===== config.mk =====
export PLATFORM = sky130hd
export DESIGN_NAME = sector_lock_unit
export DESIGN_NICKNAME = d
export VERILOG_FILES = /design/src/rtl/wpu_pkg.sv /design/src/rtl/wpu_seq_detect.sv /design/src/rtl/wpu_prot_store.sv /design/src/rtl/wpu_sector_guard.sv /design/src/rtl/sector_lock_unit.sv
export SDC_FILE = /design/constraint.sdc
export NUM_CORES = 1
export LEC_CHECK = 0
export BUFFER_PORTS_ARGS = -buffer_cell sky130_fd_sc_hd__buf_2
export CORE_UTILIZATION = 52
export CTS_CLUSTER_DIAMETER = 120
export DETAILED_ROUTE_END_ITERATION = 16
export GPL_ROUTABILITY_DRIVEN = 1
export PLACE_DENSITY = 0.85
export SLEW_MARGIN = 25
export SYNTH_ARGS = -nofsm -noshare
export SYNTH_HDL_FRONTEND = slang
export SYNTH_SLANG_ARGS = --single-unit

===== constraint.sdc =====
create_clock -name clk -period 2.52 [get_ports clk]
set_input_delay 0.504 -clock clk [delete_from_list [all_inputs] [get_ports clk]]
set_output_delay 0.504 -clock clk [all_outputs]
set_load 0.05 [all_outputs]

===== src/rtl/wpu_pkg.sv =====
package wpu_pkg;

  localparam int ADDR_W  = 17;
  localparam int DATA_W  = 16;
  localparam int SECTORS = 8;

  // Sequencer position: IDLE..P5 count the prefix reads already matched.
  typedef enum logic [3:0] {
    ST_IDLE      = 4'd0,
    ST_P1        = 4'd1,
    ST_P2        = 4'd2,
    ST_P3        = 4'd3,
    ST_P4        = 4'd4,
    ST_P5        = 4'd5,
    ST_ARMED     = 4'd6,
    ST_SET_CPL   = 4'd7,
    ST_SET_TAIL  = 4'd8,
    ST_SET_CLOSE = 4'd9,
    ST_RB_FETCH  = 4'd10,
    ST_RB_CLOSE  = 4'd11
  } seq_state_e;

  localparam logic [ADDR_W-1:0] A_SET_BYTE  = 17'h1DAAA;
  localparam logic [ADDR_W-1:0] A_SET_CPL   = 17'h0ECCC;
  localparam logic [ADDR_W-1:0] A_SET_TAIL  = 17'h0FF00;
  localparam logic [ADDR_W-1:0] A_CLOSE     = 17'h00000;
  localparam logic [ADDR_W-1:0] A_RB_SELECT = 17'h0ECCC;
  localparam logic [ADDR_W-1:0] A_RB_READ   = 17'h1AAAA;

  // Address of the prefix read expected after idx reads have matched.
  function automatic logic [ADDR_W-1:0] prefix_addr(input int idx);
    case (idx)
      0:       prefix_addr = 17'h12555;
      1:       prefix_addr = 17'h1DAAA;
      2:       prefix_addr = 17'h01333;
      3:       prefix_addr = 17'h0ECCC;
      4:       prefix_addr = 17'h000FF;
      default: prefix_addr = 17'h1FF00;
    endcase
  endfunction

endpackage


===== src/rtl/wpu_seq_detect.sv =====
module wpu_seq_detect
  import wpu_pkg::*;
#(
  parameter int AW   = ADDR_W,
  parameter int PB_W = SECTORS
) (
  input  logic            clk,
  input  logic            rst_n,
  input  logic            valid,
  input  logic            write,
  input  logic [AW-1:0]   addr,
  input  logic [PB_W-1:0] wbyte,
  output logic            suppress,
  output logic            rb_hit,
  output logic            commit,
  output logic [PB_W-1:0] commit_val
);

  seq_state_e      state, nxt;
  logic [PB_W-1:0] held;
  logic            load_hold;
  logic            is_rd, is_wr, rearm;

  assign is_rd = valid & ~write;
  assign is_wr = valid &  write;
  assign rearm = is_rd && (addr == prefix_addr(0));

  always_comb begin
    nxt       = state;
    suppress  = 1'b0;
    rb_hit    = 1'b0;
    commit    = 1'b0;
    load_hold = 1'b0;
    if (valid) begin
      // Default for any cycle that breaks the pattern: restart, re-testing it as step one.
      nxt = rearm ? ST_P1 : ST_IDLE;
      case (state)
        ST_P1, ST_P2, ST_P3, ST_P4, ST_P5: begin
          if (is_rd && addr == prefix_addr(int'(state)))
            nxt = seq_state_e'(state + 4'd1);
        end
        ST_ARMED: begin
          if (is_wr && addr == A_SET_BYTE) begin
            nxt       = ST_SET_CPL;
            suppress  = 1'b1;
            load_hold = 1'b1;
          end else if (addr == A_RB_SELECT) begin
            nxt = ST_RB_FETCH;
          end
        end
        ST_SET_CPL: begin
          if (is_wr && addr == A_SET_CPL) begin
            suppress = 1'b1;
            if (wbyte == ~held) nxt = ST_SET_TAIL;
          end
        end
        ST_SET_TAIL: begin
          if (is_wr && addr == A_SET_TAIL) nxt = ST_SET_CLOSE;
        end
        ST_SET_CLOSE: begin
          if (is_rd && addr == A_CLOSE) begin
            commit = 1'b1;
            nxt    = ST_IDLE;
          end
        end
        ST_RB_FETCH: begin
          if (is_rd && addr == A_RB_READ) begin
            rb_hit = 1'b1;
            nxt    = ST_RB_CLOSE;
          end
        end
        ST_RB_CLOSE: begin
          if (is_rd && addr == A_CLOSE) nxt = ST_IDLE;
        end
        default: ;
      endcase
    end
  end

  always_ff @(posedge clk or negedge rst_n) begin
    if (!rst_n) begin
      state <= ST_IDLE;
      held  <= '0;
    end else begin
      state <= nxt;
      if (load_hold) held <= wbyte;
    end
  end

  assign commit_val = held;

  // the set path is only entered from the armed state
  a_r1_set_after_prefix: assert property (@(posedge clk) disable iff (!rst_n)
    (state == ST_SET_CPL && $past(state) != ST_SET_CPL) |-> $past(state) == ST_ARMED);

  // a write while collecting the read prefix aborts to the start
  a_r4_write_aborts_prefix: assert property (@(posedge clk) disable iff (!rst_n)
    (valid && write && state inside {ST_IDLE, ST_P1, ST_P2, ST_P3, ST_P4, ST_P5}) |=> state == ST_IDLE);

  // a wrong complement never advances towards a commit
  a_r3_bad_cpl_restarts: assert property (@(posedge clk) disable iff (!rst_n)
    (state == ST_SET_CPL && valid && write && wbyte != ~held) |=> state == ST_IDLE);

  // idle bus cycles leave the sequencer where it is
  a_r9_idle_holds: assert property (@(posedge clk) disable iff (!rst_n)
    !valid |=> $stable(state));

  // suppression only ever accompanies a valid write
  a_r5_suppress_on_write: assert property (@(posedge clk) disable iff (!rst_n)
    suppress |-> (valid && write));

  // the override is only raised by a read of the read-back address
  a_r8_override_read: assert property (@(posedge clk) disable iff (!rst_n)
    rb_hit |-> (valid && !write && addr == A_RB_READ));

endmodule


===== src/rtl/wpu_prot_store.sv =====
module wpu_prot_store #(
  parameter int PB_W = 8
) (
  input  logic            clk,
  input  logic            rst_n,
  input  logic            load,
  input  logic [PB_W-1:0] load_val,
  output logic [PB_W-1:0] prot_q
);

  always_ff @(posedge clk or negedge rst_n) begin
    if (!rst_n)    prot_q <= '0;
    else if (load) prot_q <= load_val;
  end

  // the lock bits move only on a commit
  a_r2_hold_without_commit: assert property (@(posedge clk) disable iff (!rst_n)
    !load |=> $stable(prot_q));

endmodule


===== src/rtl/wpu_sector_guard.sv =====
module wpu_sector_guard #(
  parameter int SECTORS = 8,
  localparam int SEC_W  = (SECTORS > 1) ? $clog2(SECTORS) : 1
) (
  input  logic               valid,
  input  logic               write,
  input  logic [SEC_W-1:0]   sec_idx,
  input  logic [SECTORS-1:0] prot,
  output logic               inhibit
);

  logic [SECTORS-1:0] hit;

  for (genvar s = 0; s < SECTORS; s++) begin : g_sector
    assign hit[s] = prot[s] && (sec_idx == SEC_W'(s));
  end

  assign inhibit = valid && write && (|hit);

endmodule


===== src/rtl/sector_lock_unit.sv =====
module sector_lock_unit
  import wpu_pkg::*;
#(
  parameter int AW  = ADDR_W,
  parameter int DW  = DATA_W,
  parameter int NSEC = SECTORS,
  localparam int SEC_W = (NSEC > 1) ? $clog2(NSEC) : 1
) (
  input  logic            clk,
  input  logic            rst_n,
  input  logic            cyc_valid,
  input  logic            cyc_write,
  input  logic [AW-1:0]   cyc_addr,
  input  logic [NSEC-1:0] cyc_wdata_lo,
  output logic            wr_inhibit,
  output logic            array_wr_suppress,
  output logic            rd_override,
  output logic [DW-1:0]   rd_override_data,
  output logic [NSEC-1:0] prot_bits
);

  logic            commit;
  logic [NSEC-1:0] commit_val;

  wpu_seq_detect #(.AW(AW), .PB_W(NSEC)) u_seq (
    .clk        (clk),
    .rst_n      (rst_n),
    .valid      (cyc_valid),
    .write      (cyc_write),
    .addr       (cyc_addr),
    .wbyte      (cyc_wdata_lo),
    .suppress   (array_wr_suppress),
    .rb_hit     (rd_override),
    .commit     (commit),
    .commit_val (commit_val)
  );

  wpu_prot_store #(.PB_W(NSEC)) u_store (
    .clk      (clk),
    .rst_n    (rst_n),
    .load     (commit),
    .load_val (commit_val),
    .prot_q   (prot_bits)
  );

  wpu_sector_guard #(.SECTORS(NSEC)) u_guard (
    .valid   (cyc_valid),
    .write   (cyc_write),
    .sec_idx (cyc_addr[AW-1 -: SEC_W]),
    .prot    (prot_bits),
    .inhibit (wr_inhibit)
  );

  assign rd_override_data = rd_override ? DW'(prot_bits) : '0;

  // reads are never inhibited
  a_r6_reads_free: assert property (@(posedge clk) disable iff (!rst_n)
    (cyc_valid && !cyc_write) |-> !wr_inhibit);

  // override data is zero whenever no override is signalled
  a_r8_data_quiet: assert property (@(posedge clk) disable iff (!rst_n)
    !rd_override |-> (rd_override_data == '0));

endmodule


==> impl_results.md, run 1 <==
* Antenna violation net count after detailed routing at 0
* WP data arrival at between 1.5 and 2 ns
* Final Routed Wirelength at 4900 um
* Reg2Reg Depth at 8
* Worst Setup Start Kind: flop
* Ys async rst share at 100%
* Hold slack at approximately 0.13 ns
* Leak pwr at roughly 1.1 nW
* Placed cell areas at 2220 um^2
* CP Class: reg -> out
* Data required time of the worst path at around 2.0 ns
* Period Utilization, post-route at a little over nine tenths
* Post-synthesis cell type count at 55
* TritonCTS Buffers at 3
* H-tree depth at 1
* Reg2reg setup slack at approximately 0.16 ns
* Skew-Pair Late Insertion Delay at ~0.29 ns
* Fmax at 412 MHz
* First-pass GRT wire length at roughly 8000 um
* Most frequent cells in the layout: 39 x buf_2, 23 x buf_4, 18 x dfrtp_1
* PnR Total Power at about 1.0 mW
* Initial detailed-routing violation count at ~210
* Vias in the first global route at 1769
* Top cell type's share of synthesized area at around a quarter
* IO Port Bufs at between 40 and 50
* Cell area after layout at between 2000 and 2500 um^2
* Hold-fix buffers, CTS at 0
* Reg clk slew, reported paths at about 0.1 ns
* Clock sinks at 20
* Crit. Startpoint: u_seq.state[3]
* Most common cell after layout, fill and taps aside: buf_2
* Initial core utilization at a little under three fifths
* Die Height at around 62 um
* Diodes inserted at 0
* Total track usage at about a quarter
* Vias per Instance at approximately 6
* Area leader, netlist: dfrtp_1
* RePlAce Congestion at just over 0.9
* I/O pin total at 56
* Nets at around 300
* Setup slack after layout at ~0.09 ns
* R2r startpoint: u_seq.state[1]
* Final min period at around 2.4 ns
* Core Rows at 21
* Clock Path Buffers at 2
* Syn Inst Count at between 200 and 250
* Hpwl dp at around 3800 um
* Setup WS pre-CTS at -0.0735 ns
* Largest cells by area after synthesis: dfrtp_1 27%, mux2_2 10%, nor3_1 4.0%
* EDFF count, synth at 0
* Most used DFF post-synth: dfrtp_1
* DR WL/cell at between 15 and 20 um
* Maximum VDD drop at 0.000384 V
* YS warnings at 0
* Drt pass-1 iters at 5
* CP bufs+invs at 1
* Initial antenna violation count at 0
* Critical Path Max Stage Delay at about 0.51 ns
* Final Hold Viols at 0
* Die Area at approximately 3900 um^2
* CP max-delay cell: dfrtp_1
* Top delay family on crit path: simple AND/OR/NAND/NOR gates
* Unrepaired setup endpoints after global routing: no
* RR Endpoint: u_seq.state[0]
* Critical Path, Cell by Cell: nor4bb_1, and3_1, and4_4, and2_2, buf_4
* Seq/Total Area, Yosys at a little over a quarter
* Layout area overhead at 22.2%
* Tightest Hold Check Type: in -> async
* Synth Cell Area at ~1900 um^2
* Worst-path fanout max at 10
* Syn_area_per_cell at approximately 9.1 um^2
* Vias at 1854
* Die width at 62.1 um
* Layout cells sized above 1 at between 40% and 50%
* Fillers at 298
* Remaining global-route overflow at 0
* Max-slew violation count at 0
* Final setup viols at 0
* Max Cap Viol at 0
* DRC viols at 0
* Utilization after layout at between 60% and 70%
* CP Capture Type: output pin
* #FFs+latches synth at 20
* PD cells at around 450 nW/um^2
* Status: completed
* Largest net degree at the start of global routing at 21
* Core area at about 3400 um^2
* CTS tree: built
* Clock Skew at just over 0.001 ns
* Root buf cell: clkbuf_4
## worst max path at each step
stage,endpoint,slack (ns),cells after the start
6_report,rd_override_data[4],0.09,5
5_1_grt,rd_override_data[3],0.02,5
4_1_cts,rd_override_data[0],0.004,7
3_5_place_dp,rd_override_data[0],-0.07,7
3_3_place_gp,rd_override_data[3],-0.02,7
2_1_floorplan,rd_override_data[0],-0.10,5
## synthesized netlist by cell type, types with 5 or more instances
cell,count
nor2_1,11
xnor2_1,8
and2_1,9
nand2_1,13
buf_4,9
mux2i_1,6
clkbuf_1,5
nor3_1,15
mux2_2,17
o21ai_0,6
nand3_1,9
dfrtp_1,20
## state kept, by name (all words and copies together) (netlist names)
name	flops
u_seq.commit_val	8
u_store.prot_q	8
u_seq.state	4
## stage by stage
step / TNS (ns) / std cells
2_1_floorplan: -0.104 / 213
3_3_place_gp: -0.116 / 304
3_5_place_dp: -0.557 / 304
4_1_cts: 0 / 307
5_1_grt: 0 / 308
6_report: 0 / 308
## repair_timing
item                                   in CTS  in global routing
setup endpoints to repair                  10                 12
setup buffers                               0                  1
gates resized for setup                    12                  4
endpoints found under the hold margin       0                  0
## area by class of cell
type	instances	area (um^2)	area share, %
clock buffers	3	22.5	0.980
inverters	4	15.0	0.654
well taps	46	57.6	2.51
repair buffers	63	388	16.9
multi-input cells	172	1310	57.1
flip-flops and latches	20	503	21.9
## kinds of logic after synthesis
group / after synthesis / synth area share, %
other: 1 / 0.200
buffers and inverters: 21 / 6.52
and+or+nand+nor: 98 / 29.9
adders and majority gates: 4 / 2.66
AOI/OAI and AO/OA: 29 / 14.6
xor gates and xnor gates: 8 / 3.73
DFF: 20 / 26.6
muxes: 25 / 15.8
## metal layers
layer | vias to the layer above | share of wire [%] | GRT usage [%]
li1 | 869 | - | -
met3 | 16 | 7.8 | 2.21
met4 | 0 | 3.2 | 13.7
met5 | - | 0 | 0
met2 | 118 | 48 | 45.1
met1 | 851 | 41 | 32.7
## report_power, final
group / internal (mW) / switching [mW]
combinational: 0.229 / 0.312
clock: 0.0556 / 0.0865
sequential: 0.334 / 0.0189
Power figures use the tool's default switching activity.
==> run 2, diff against run 1 <==
Settings changed: ABC_AREA set to 1, CORE_UTILIZATION 52 to 53, PLACE_DENSITY 0.85 to 0.86, SYNTH_HIERARCHICAL set to 1.
==> impl_results.md, run 2 <==
* CP Class: reg -> out
* DRC viols at 0 (unchanged)
* Synth Cell Area at 1940 um^2 (+3.4%)
* Cell with the most instances after synthesis: nand2_1
* Largest cells by area after synthesis: dfrtp_1 26%, nand2_1 24%, nand3_1 7.7%
* Final setup viols at 0 (unchanged)
* Vias per Instance at 5.24 (-13%)
* Total track usage at 26.5% (+0.32 points)
* Most common cell after layout, fill and taps aside: nand2_1
* Final min period at 2.47 ns (+0.0376 ns)
* Placed cells at 417 (+37%)
* Remaining global-route overflow at 0 (unchanged)
* Die Area at 3910 um^2 (+1.4%)
* Critical Path Max Stage Delay at 0.47 ns (-0.04 ns)
* Most frequent cells in the layout: 114 x nand2_1, 38 x buf_2, 29 x nand3_1
* Max-slew violation count at 0 (unchanged)
* Layout area overhead at 30.8%
* Top cell type's share of synthesized area at 25.8% (-0.87 points)
* CP Capture Type: output pin
* Final std cells w/o fill at 426 (+38%)
* Area leader, netlist: dfrtp_1
* CTS tree: built
* I/O pin total at 56 (unchanged)
* Final Routed Wirelength at 5310 um (+8.4%)
* Skew-Pair Late Insertion Delay at 0.31 ns (+0.02 ns)
* IO Port Bufs at 47 (unchanged)
* Period Utilization, post-route at 97.9% (+1.5 points)
* Top post-synthesis cells by count: 124 x nand2_1, 38 x inv_1, 30 x nand3_1
* Worst Setup Start Kind: flop
* WP data arrival at 1.96 ns (+0.03 ns)
* Initial core utilization at 56.9% (+1.4 points)
* Syn Inst Count at 320 (+55%)
* RePlAce Congestion at 0.984 (+7.3%)
* #FFs+latches synth at 20 (unchanged)
* CP max-delay cell: dfrtp_2
* Initial detailed-routing violation count at 206 (-3.7%)
* Final Hold Viols at 0 (unchanged)
* Critical Path, Cell by Cell: nor2_4, nand2_4, nor4_4, nand3_2, clkinvlp_4, nand2_2, clkinvlp_4, buf_8
* Cell area after layout at 2540 um^2 (+11%)
* Layout cells sized above 1 at 28.7% (-13 points)
* Most used cell, CP: clkinvlp_4
* TritonCTS Buffers at 3 (unchanged)
* Vias in the first global route at 1946 (+10%)
* Largest net degree at the start of global routing at 21 (unchanged)
* Syn_area_per_cell at 6.07 um^2 (-33%)
* Worst-path fanout max at 5 (-5)
* Hpwl dp at 3970 um (+3.8%)
* Die width at 62.6 um (+0.70%)
* Placed cell areas at 2270 um^2 (+2.0%)
* Status: completed
* Nets at 414 (+39%)
* Antenna violation net count after detailed routing at 0 (unchanged)
* Drt pass-1 iters at 4 (-1)
* Initial antenna violation count at 0 (unchanged)
* Tightest Hold Check Type: in -> async
* Diodes inserted at 0 (unchanged)
* Vias at 2232 (+20%)
* Fmax at 405 MHz (-1.5%)
* Core area at 3420 um^2 (+0.78%)
* Reg clk slew, reported paths at 0.12 ns (+0.02 ns)
* Die Height at 62.6 um (+0.70%)
* Most used DFF post-synth: dfrtp_1
* Unrepaired setup endpoints after global routing: yes
* Post-synthesis cell type count at 36 (-35%)
* Clock Path Buffers at 2 (unchanged)
* Ys async rst share at 100% (unchanged)
* Max Cap Viol at 0 (unchanged)
* Root buf cell: clkbuf_4
* YS warnings at 6 (+6)
* Maximum VDD drop at 0.000320 V (-17%)
* EDFF count, synth at 0 (unchanged)
* Seq/Total Area, Yosys at 25.8% (-0.87 points)
* Clock sinks at 20 (unchanged)
* DR WL/cell at 12.5 um (-22%)
* Data required time of the worst path at 2.02 ns (about the same)
* First-pass GRT wire length at 8360 um (+4.0%)
* H-tree depth at 1 (unchanged)
* Leak pwr at 1.36 nW (+28%)
* Clock Skew at 0.00644 ns (+0.00540 ns)
* PD cells at 301 nW/um^2 (-33%)
* Core Rows at 21 (unchanged)
-- run 2: cell types whose count changed in the layout (fill, tap and decap cells not counted), sizes merged, moves of 9 or more --
cell,change
inv,+29
nand3,+23
nor3,-10
nand2,+112
mux2,-17
nor2,+16
clkinvlp,+10
and2,-9
-- run 2: stage by stage --
step	util [%]	power [mW]	setup slack, ns	TNS [ns]	hold slack [ns]
2_1_floorplan	-	0.442	0.0569	0	0.208
3_3_place_gp	66.4	0.496	0.151	0	0.464
3_5_place_dp	66.4	0.498	0.0812	0	0.469
4_1_cts	69.7	0.762	0.00489	0	0.117
5_1_grt	74.4	0.802	-0.0682	-0.332	0.124
6_report	74.4	0.766	0.0526	0	0.107
-- run 2: layout make-up --
type / instances / area (um^2)
clock inverters: 1 / 30.0
inverters: 43 / 195
clock buffers: 3 / 22.5
fillers: 287 / 873
multi-input cells: 253 / 1320
well taps: 46 / 57.6
repair inverters: 1 / 7.51
repair buffers: 59 / 412
flip-flops and latches: 20 / 503
-- run 2: repair_timing --
item | CTS | global route
pin swaps | 0 | 7
buffers inserted | 0 | 4
gates cloned | 0 | 1
hold buffers | 0 | 0
gates resized for setup | 20 | 34
setup endpoints to repair | 9 | 13
-- run 2: critical path, delay by kind of cell (launching register included) --
family | cells | cell delay (ns)
buffers and inverters | 3 | 0.41
DFF | 1 | 0.47
and+or+nand+nor | 5 | 0.77
-- run 2: logic make-up (layout without fill, tap and decap cells) --
| group | after synthesis | in the layout | share of synthesized area [%] |
|---|---|---|---|
| buf+inv | 54 | 107 | 12.8 |
| other cells | 1 | 8 | 0.193 |
| compound gates | 21 | 21 | 7.34 |
| flops | 20 | 20 | 25.8 |
| xor+xnor | 8 | 8 | 3.61 |
| fa+ha+maj | 4 | 4 | 2.58 |
| simple gates | 212 | 212 | 47.7 |
-- run 2: power by group --
part | internal (mW) | leakage [nW] | switching (mW)
clock network | 0.161 | 0.0279 | 0.104
logic | 0.0550 | 1.06 | 0.123
registers | 0.322 | 0.275 | 0.000746
-- run 2: path summary, 6_finish.rpt --
check,startpoint,endpoint,slack (ns),cells past startpoint
max,u_seq/state[2],rd_override_data[2],0.05,8
min,rst_n,u_seq/commit_val[5],0.11,1
max reg2reg,u_seq/state[0],u_seq/state[3],0.23,17
min reg2reg,u_seq/commit_val[5],u_seq/commit_val[5],0.54,2
max in group asynchronous,rst_n,u_seq/state[2],2.08,1
min in group clk,cyc_wdata_lo[5],u_seq/commit_val[5],0.40,3
-- run 2: routing by layer --
layer / vias to the layer above / track usage (%) / part of all wire [%]
met5: - / 0 / 0
met4: 0 / 9.88 / 1.3
met3: 10 / 4.56 / 5.8
met2: 77 / 44.0 / 49
met1: 1009 / 34.3 / 44
li1: 1136 / - / -
==> run 3, diff against run 2 <==
Settings changed: PLACE_DENSITY 0.86 to 0.89.
==> impl_results.md, run 3 (synthesis gave the netlist of run 2 again) <==
* DRC viols at 0 (unchanged)
* Leak pwr at 1.32 nW (-2.9%)
* Initial core utilization at 56.9% (unchanged)
* Critical Path, Cell by Cell: inv_2, ha_2, nand2_2, nor4_4, nand3_2, clkinvlp_4, nand2_2, clkinvlp_4, buf_6
* Tightest Hold Check Type: in -> async
* Core area at 3420 um^2 (unchanged)
* Final min period at 2.41 ns (-0.0580 ns)
* Initial detailed-routing violation count at 203 (-1.5%)
* First-pass GRT wire length at 8690 um (+4.0%)
* Die Area at 3910 um^2 (unchanged)
* Hold-fix buffers, CTS at 0 (unchanged)
* Antenna violation net count after detailed routing at 0 (unchanged)
* CP Capture Type: output pin
* I/O pin total at 56 (unchanged)
* Vias per Instance at 5.37 (+2.5%)
* Max-slew violation count at 0 (unchanged)
* CP Class: reg -> out
* PD cells at 309 nW/um^2 (+2.7%)
* Diodes inserted at 0 (unchanged)
* Clock Path Buffers at 2 (unchanged)
* Critical Path Max Stage Delay at 0.41 ns (-0.06 ns)
* Worst Setup Start Kind: flop
* Maximum VDD drop at 0.000408 V (+28%)
* IO Port Bufs at 47 (unchanged)
* Layout cells sized above 1 at 27.3% (-1.4 points)
* Remaining global-route overflow at 0 (unchanged)
* Most frequent cells in the layout: 117 x nand2_1, 38 x buf_2, 29 x nand3_1
* Layout area overhead at 26.9%
* Die width at 62.6 um (unchanged)
* Largest net degree at the start of global routing at 21 (unchanged)
* WP data arrival at 1.91 ns (-0.05 ns)
* Cell area after layout at 2470 um^2 (-3.0%)
* CP max-delay cell: dfrtp_1
* TNS Setup at 0 ns (unchanged)
* Reg clk slew, reported paths at 0.12 ns (about the same)
* CTS tree: built
* Fmax at 415 MHz (+2.4%)
* Vias in the first global route at 2015 (+3.5%)
* Final Routed Wirelength at 5230 um (-1.4%)
* Rel. slew slack at approximately two thirds
* Initial antenna violation count at 0 (unchanged)
* Clock sinks at 20 (unchanged)
* Vias at 2272 (+1.8%)
* Total track usage at 27.1% (+0.57 points)
* Final Hold Viols at 0 (unchanged)
* Skew-Pair Late Insertion Delay at 0.30 ns (about the same)
* RePlAce Congestion at 0.958 (-2.6%)
* Hpwl dp at 3960 um (-0.11%)
* Clock Skew at 0.00864 ns (+0.00220 ns)
* Status: completed
* Period Utilization, post-route at 95.6% (-2.3 points)
* Core Rows at 21 (unchanged)
* Utilization after layout at 72.2% (-2.2 points)
* Most common cell after layout, fill and taps aside: nand2_1
* H-tree depth at 1 (unchanged)
* Drt pass-1 iters at 5 (+1)
* Nets at 411 (-0.72%)
* Worst-path fanout max at 5 (unchanged)
* Final setup viols at 0 (unchanged)
* Max Cap Viol at 0 (unchanged)
* DR WL/cell at 12.4 um (-0.75%)
* Hold slack at 0.114 ns (+0.00649 ns)
* Data required time of the worst path at 2.02 ns (about the same)
* Placed cell areas at 2260 um^2 (-0.33%)
* Unrepaired setup endpoints after global routing: yes
* Die Height at 62.6 um (unchanged)
* TritonCTS Buffers at 3 (unchanged)
* Root buf cell: clkbuf_4
* Worst-Margin Slew at slightly below 0.5 ns
==> run 3: cell count changes in the layout (fill, tap and decap cells not counted), sizes merged <==
| cell | previous run | this run |
|---|---|---|
| buf | 59 | 56 |
==> run 3: metal layers <==
layer  GRT usage [%]  part of all wire (%)  routed length (um)
met5               0                     0                   0
met4            6.10                  0.90                  47
met3            4.56                   8.1                 425
met2            47.0                    49                2560
met1            35.0                    42                2200
==> run 3: cell type report <==
type / count / area, um^2
Multi-Input combinational cell: 253 / 1290
Fill cell: 288 / 950
Sequential cell: 20 / 502
Timing Repair Buffer: 56 / 363
Inverter: 43 / 195
Tap cell: 46 / 57.6
Clock inverter: 1 / 30.0
Clock buffer: 3 / 22.5
Timing Repair inverter: 1 / 7.51
==> run 3: path summary, 6_finish.rpt <==
| check | from | endpoint | slack [ns] | cells past startpoint |
|---|---|---|---|---|
| setup / recovery | u_seq/state[0] | rd_override_data[5] | 0.11 | 9 |
| hold / removal | rst_n | u_seq/commit_val[4] | 0.11 | 1 |
| setup reg to reg | u_seq/state[0] | u_seq/state[3] | 0.13 | 13 |
| hold reg to reg | u_seq/commit_val[5] | u_seq/commit_val[5] | 0.53 | 2 |
| max in group asynchronous | rst_n | u_seq/state[3] | 2.07 | 1 |
| min in group clk | cyc_wdata_lo[5] | u_seq/commit_val[5] | 0.41 | 3 |
==> run 3: per-stage QoR <==
stage | power, mW | setup slack (ns) | instances
after floorplan | 0.442 | 0.0569 | 327
after global placement | 0.495 | 0.187 | 416
after detailed placement | 0.497 | 0.105 | 416
after CTS | 0.758 | 0.00671 | 423
after global routing | 0.799 | 0.00226 | 423
final | 0.763 | 0.111 | 423
==> run 3: power by group <==
group	switching [mW]	internal, mW
Combinational	0.125	0.0543
Sequential	0.000791	0.322
Clock	0.100	0.161
Total	0.226	0.537
==> run 3: critical path, delay by kind of cell (launching register included) <==
kind / cells / cell delay, ns
AND/OR/NAND/NOR: 4 / 0.51
buffers and inverters: 4 / 0.50
flip-flops: 1 / 0.41
adder cells (fa/ha/maj): 1 / 0.20
==> run 3: what timing repair did <==
action,4_1_cts,5_1_grt
hold endpoints to repair,0,0
pin swaps,1,1
gates resized for setup,13,27
buffers inserted,2,0
setup endpoints to repair,10,13
cloned,1,0
